--- src/rtl/pt_pkg.sv ---
package pt_pkg;
  typedef enum logic [2:0] {
    ST_IDLE,
    ST_GATHER,
    ST_DRAIN,
    ST_EMIT,
    ST_DONE
  } pt_state_e;
endpackage

--- src/rtl/pt_geometry.sv ---
module pt_geometry #(
  parameter int W_W  = 8,
  parameter int H_W  = 8,
  parameter int PG_W = H_W - 1,
  parameter int LL_W = W_W - 2
) (
  input  logic [W_W-1:0]  w,
  input  logic [H_W-1:0]  y,
  input  logic [H_W-1:0]  h,
  input  logic [H_W-1:0]  ph,
  input  logic [PG_W-1:0] cur_pg,
  output logic [LL_W-1:0] line_len,
  output logic [PG_W-1:0] pages,
  output logic [3:0]      rows
);
  logic [W_W:0]    w_up;
  logic [H_W+1:0]  end_up;
  logic [H_W:0]    ph_up;
  logic [PG_W-1:0] first_pg, end_pg, panel_pg, lim_pg, abs_pg;
  logic [PG_W+3:0] abs_end_row;

  always_comb begin
    w_up     = {1'b0, w} + (W_W+1)'(7);
    line_len = w_up[W_W:3];
    first_pg = PG_W'(y[H_W-1:3]);
    end_up   = {2'b00, y} + {2'b00, h} + (H_W+2)'(7);
    end_pg   = PG_W'(end_up[H_W+1:3]);
    ph_up    = {1'b0, ph} + (H_W+1)'(7);
    panel_pg = PG_W'(ph_up[H_W:3]);
    lim_pg   = (end_pg < panel_pg) ? end_pg : panel_pg;
    pages    = lim_pg - first_pg;
    abs_pg   = first_pg + cur_pg;
    abs_end_row = {abs_pg + PG_W'(1), 3'b000};
    rows     = (abs_end_row > (PG_W+3)'(ph)) ? {1'b0, ph[2:0]} : 4'd8;
  end
endmodule

--- src/rtl/pt_bit_gather.sv ---
module pt_bit_gather (
  input  logic       clk,
  input  logic       rst_n,
  input  logic       clear,
  input  logic       rd_issue,
  input  logic [2:0] row_k,
  input  logic [2:0] bit_sel,
  input  logic [7:0] rd_data,
  output logic [7:0] byte_q
);
  logic       pend;
  logic [2:0] k_d, sel_d;

  always_ff @(posedge clk or negedge rst_n) begin
    if (!rst_n) begin
      pend  <= 1'b0;
      k_d   <= '0;
      sel_d <= '0;
      byte_q <= '0;
    end else begin
      pend  <= rd_issue;
      k_d   <= row_k;
      sel_d <= bit_sel;
      if (clear) byte_q <= '0;
      else if (pend) byte_q[k_d] <= rd_data[sel_d];
    end
  end

  a_r2_no_clear_during_read: assert property (@(posedge clk) disable iff (!rst_n)
    pend |-> !clear);
endmodule

--- src/rtl/page_transposer.sv ---
module page_transposer #(
  parameter int W_W    = 8,
  parameter int H_W    = 8,
  parameter int ADDR_W = W_W + H_W - 3
) (
  input  logic              clk,
  input  logic              rst_n,
  input  logic              start,
  input  logic [W_W-1:0]    rect_w,
  input  logic [H_W-1:0]    rect_y,
  input  logic [H_W-1:0]    rect_h,
  input  logic [H_W-1:0]    panel_h,
  output logic              busy,
  output logic              done,
  output logic              rd_en,
  output logic [ADDR_W-1:0] rd_addr,
  input  logic [7:0]        rd_data,
  output logic              out_valid,
  input  logic              out_ready,
  output logic [7:0]        out_data,
  output logic              out_last
);
  import pt_pkg::*;
  localparam int PG_W  = H_W - 1;
  localparam int LL_W  = W_W - 2;
  localparam int PRD_W = PG_W + 3 + LL_W + 1;

  pt_state_e       state;
  logic [W_W-1:0]  w_q, col;
  logic [H_W-1:0]  y_q, h_q, ph_q;
  logic [PG_W-1:0] pg, pages;
  logic [LL_W-1:0] line_len;
  logic [3:0]      rows;
  logic [2:0]      k;
  logic            accept, col_end, pg_end;
  logic [PRD_W-1:0] addr_full;

  pt_geometry #(.W_W(W_W), .H_W(H_W), .PG_W(PG_W), .LL_W(LL_W)) i_geom (
    .w(w_q), .y(y_q), .h(h_q), .ph(ph_q), .cur_pg(pg),
    .line_len(line_len), .pages(pages), .rows(rows)
  );

  assign accept  = (state == ST_EMIT) && out_ready;
  assign col_end = (col == w_q - W_W'(1));
  assign pg_end  = (pg == pages - PG_W'(1));

  always_ff @(posedge clk or negedge rst_n) begin
    if (!rst_n) begin
      state <= ST_IDLE;
      w_q <= '0; y_q <= '0; h_q <= '0; ph_q <= '0;
      col <= '0; pg <= '0; k <= '0;
    end else begin
      case (state)
        ST_IDLE: if (start) begin
          w_q <= rect_w; y_q <= rect_y; h_q <= rect_h; ph_q <= panel_h;
          col <= '0; pg <= '0; k <= '0;
          state <= ST_GATHER;
        end
        ST_GATHER: begin
          k <= k + 3'd1;
          if (k == 3'd7) state <= ST_DRAIN;
        end
        ST_DRAIN: state <= ST_EMIT;
        ST_EMIT: if (out_ready) begin
          k <= '0;
          if (col_end) begin
            col <= '0;
            if (pg_end) state <= ST_DONE;
            else begin
              pg <= pg + PG_W'(1);
              state <= ST_GATHER;
            end
          end else begin
            col <= col + W_W'(1);
            state <= ST_GATHER;
          end
        end
        ST_DONE: state <= ST_IDLE;
        default: state <= ST_IDLE;
      endcase
    end
  end

  always_comb begin
    rd_en     = (state == ST_GATHER) && ({1'b0, k} < rows);
    addr_full = PRD_W'({pg, k}) * PRD_W'(line_len) + PRD_W'(col[W_W-1:3]);
    rd_addr   = ADDR_W'(addr_full);
    out_valid = (state == ST_EMIT);
    out_last  = out_valid && col_end;
    busy      = (state != ST_IDLE);
    done      = (state == ST_DONE);
  end

  pt_bit_gather i_gather (
    .clk(clk), .rst_n(rst_n), .clear(accept), .rd_issue(rd_en),
    .row_k(k), .bit_sel(col[2:0]), .rd_data(rd_data), .byte_q(out_data)
  );

  a_r6_hold_stalled: assert property (@(posedge clk) disable iff (!rst_n)
    (out_valid && !out_ready) |=> (out_valid && $stable(out_data) && $stable(out_last)));
  a_r7_last_with_valid: assert property (@(posedge clk) disable iff (!rst_n)
    out_last |-> out_valid);
  a_r8_done_after_last: assert property (@(posedge clk) disable iff (!rst_n)
    $rose(done) |-> $past(out_valid && out_ready && out_last));
  a_r8_done_single: assert property (@(posedge clk) disable iff (!rst_n)
    done |=> !done);
  a_r9_start_ignored: assert property (@(posedge clk) disable iff (!rst_n)
    (busy && start) |=> ($stable(w_q) && $stable(h_q) && $stable(ph_q)));
endmodule

--- config.mk ---
export PLATFORM = sky130hd
export DESIGN_NAME = page_transposer
export DESIGN_NICKNAME = d
export VERILOG_FILES = /design/src/rtl/pt_pkg.sv /design/src/rtl/pt_geometry.sv /design/src/rtl/pt_bit_gather.sv /design/src/rtl/page_transposer.sv
export SDC_FILE = /design/constraint.sdc
export NUM_CORES = 1
export LEC_CHECK = 0
export BUFFER_PORTS_ARGS = -buffer_cell sky130_fd_sc_hd__buf_2
export CORE_MARGIN = 2
export CORE_UTILIZATION = 33
export CTS_BUF_LIST = sky130_fd_sc_hd__clkbuf_8
export DETAILED_ROUTE_END_ITERATION = 12
export GPL_TIMING_DRIVEN = 0
export HOLD_SLACK_MARGIN = 0.12
export PLACE_DENSITY = 0.53
export SETUP_SLACK_MARGIN = 0.1
export SYNTH_ARGS = -nofsm -noshare
export SYNTH_HDL_FRONTEND = slang
export SYNTH_SLANG_ARGS = --single-unit
--- constraint.sdc ---
create_clock -name clk -period 17.1 [get_ports clk]
set_input_delay 2.565 -clock clk [delete_from_list [all_inputs] [get_ports clk]]
set_output_delay 2.565 -clock clk [all_outputs]
set_load 0.05 [all_outputs]
==> key figures <==
Worst hold path
  – Hold path start: col[2]
  – Hold Path Sink: i_gather.sel_d[2]
  – WHS Path Cells: 0
  – Hold Path Class: flip-flop to flip-flop

Clock tree
  – CTS Root Cell: clkbuf_8
  – CTS tree: built
  – # resized after CTS: 0
  – Num CTS Buffers: 9
  – Clock Pin Slew Worst Setup and Hold Paths: 0.08 ns
  – Post-CTS Setup Bufs: 0
  – CTS Sinks: 68
  – Worst skew pair latency: 0.37 ns
  – H-tree Lvls: 3
  – Hold_buf cts: 0
  – Max Buffers Root-to-Sink: 2

Placement
  – Final HPWL DP: 12.8 mm
  – # port buffers: 69
  – Placed cells: 1,086
  – GPL Wtd Cong: 0.823

Worst setup path
  – Crit Path Max Fanout: 10
  – Crit path launch type: flip-flop
  – R2r startpoint: h_q[0]
  – Cell Chain, Critical Path: inv_1, ha_1, nand2b_1, nand2_1, xnor2_1, nand2_1, fa_1, inv_1, ha_1, ha_1, inv_1, fa_1, inv_1, ha_1, a21oi_1, o21bai_1, a21oi_1, nor2b_1, o21a_1, o31a_1, o41ai_1, xnor2_1, buf_2
  – Max stage delay on crit path: 0.71 ns
  – Crit path DAT: 6.18 ns
  – Required @ worst endpoint: 14.53 ns
  – Crit Path Class: flip-flop to output port
  – R2R Setup Slk: 9.39 ns
  – Slowest CP cell: xnor2_1
  – Worst Setup End Kind: output port
  – FF-to-FF path depth: 28
  – FF-to-FF End: pg[4]

GRT
  – GR Overflow Total: 0
  – GRT Util Overall: 16.4%
  – First-pass GRT wire length: 26.6 mm
  – Vias in the first global route: 5,190
  – Initial antenna violation count: 0
  – Largest net degree at the start of global routing: 57

Synth
  – Mapped Avg Cell Area: 8.71 um^2
  – Mapped Nets: 894
  – Top-count cell post-synth: nand2_1
  – FF+latch count, synth: 68
  – Commonest cells in the netlist: nand2_1 (132), dfrtp_1 (68), inv_1 (65), ha_1 (63), o21ai_0 (39)
  – Area leader, netlist: dfrtp_1
  – Mapped cell area: 6540 um^2
  – Yosys cell types: 64
  – Synth async-reset ratio: 100%
  – Post-synthesis sequential area ratio: 26.0%
  – Top-area cell type share of the netlist area: 26.0%
  – Main synth FF type: dfrtp_1
  – Post-synth EDFFs: 0
  – Synth warn: 0
  – Mapped Cells: 751
  – Synth area leaders: dfrtp_1 (26%), ha_1 (12%), fa_1 (11%), nand2_1 (7.6%), xnor2_1 (4.7%)

Floorplan
  – Core ar.: 19,500 um^2
  – Rows: 51
  – Die extent in y: 145 um
  – Number of I/O pins: 70
  – Die ar.: 21,000 um^2
  – Die Width: 145 um
  – Starting Density: 33.6%

Detailed routing
  – Via count: 5,385
  – # DRC: 0
  – Routed Wire Length: 16.0 mm
  – Initial DRC count: 255
  – 1st-pass router iterations: 4
  – Per-cell routed wire length: 14.5 um
  – Post-detailed-route count of antenna-violating nets: 0
  – Drt via density: 4.89

STA
  – Slew @ Worst Pin: 0.940 ns
  – Clock skew: 0.00881 ns
  – Endpoints failing setup: 0
  – Period utilisation layout: 51.1%
  – Slew Limit Headroom: 36.9%
  – Fmax achieved: 114 MHz
  – Hold Vio Cnt, Final: 0
  – Slew Viols, Final: 0
  – RSZ-0062 raised after global routing: false
  – Fin Setup TNS: 0 ns
  – Tmin final: 8.75 ns

Finish
  – Post-layout util: 38.2%
  – Layout cells sized above 1: 12.8%
  – Fin nets: 975
  – Layout overhead on the synthesized area: 13.7%
  – Cell Count, Final, Fillers Out: 1,102
  – Ant diodes: 0

Outcome
  – Run status: completed

Job
  – Max-cap violations: 0
state kept, by name (all words and copies together), names as in the netlist, 3 cells and up:
register / cells
col: 8
h_q: 8
i_gather.byte_q: 8
ph_q: 8
w_q: 8
y_q: 8
pg: 7
i_gather.k_d: 3
i_gather.sel_d: 3
k: 3
state: 3
per-layer routing:
metal  global-route usage, %  wire length (um)  part of all wire (%)
met2                    25.0              7130                    45
met3                    2.96               512                   3.2
met4                    3.32               147                  0.92
met1                    24.2              8190                    51
met5                       0                 0                     0
area by class of cell:
cell class	count	area, um^2
Buffer	26	106
Tap cell	265	332
Inverter	66	248
Sequential cell	68	1700
Multi-Input combinational cell	591	4480
Clock inverter	7	67.6
Clock buffer	9	124
Fill cell	2017	12000
Timing Repair Buffer	70	375
stage by stage:
step           area (um^2)  worst slack (ns)  hold slack (ns)
3_5_place_dp          7250              8.72            0.375
6_report              7440              8.35            0.397
4_1_cts               7440              8.29            0.402
3_3_place_gp          7220              8.76            0.371
2_1_floorplan         6540              9.35            0.352
5_1_grt               7440              7.84            0.427
cells by family after synthesis:
family	synth area share, %
compound gates	12.3
mux	2.91
fa+ha+maj	23.1
simple gates	22.7
buf+inv	5.41
flops	26.0
xor+xnor	7.60
layout by cell type, fill, tap and decap left out, types with 4 or more instances in the layout:
cell	instances
nor3b_1	8
a22o_1	4
buf_2	69
mux2i_1	10
and2_1	33
nor2b_1	4
a31oi_1	6
and3_1	5
o21a_1	4
clkbuf_1	23
fa_1	36
or3_1	6
dfrtp_1	68
a21oi_1	23
o31a_1	5
nand3_1	9
a21o_1	7
xnor2_1	35
nand2b_1	8
nor2_1	38
or4b_1	5
xor2_1	19
o21bai_1	8
nand2_1	132
a211oi_1	4
or2_2	4
nand4_1	7
ha_1	63
nor3_1	15
o21ai_0	39
clkbuf_8	9
nor4_1	7
nand4b_1	4
mux2_2	4
inv_1	66
worst max-delay path by stage:
stage | slack (ns) | end | cells past startpoint | start
after floorplan | 9.35 | rd_addr[12] | 21 | w_q[0]
after global placement | 8.76 | rd_addr[12] | 23 | w_q[0]
after detailed placement | 8.72 | rd_addr[12] | 21 | w_q[3]
after CTS | 8.29 | rd_addr[12] | 21 | w_q[3]
after global routing | 7.84 | rd_addr[12] | 23 | w_q[0]
final | 8.35 | rd_addr[12] | 23 | w_q[0]
worst max-delay path, delay by kind of cell, from the launching register on:
family,cells,cell delay [ns]
buffers and inverters,5,0.49
DFF,1,0.41
adders and majority gates,6,2.16
xor gates and xnor gates,2,0.87
and+or+nand+nor,4,0.55
AOI/OAI and AO/OA,6,1.32
Power is left out: the tool's default activity adds up to more than one toggle a clock period on the data nets, which glitch-free logic cannot reach.
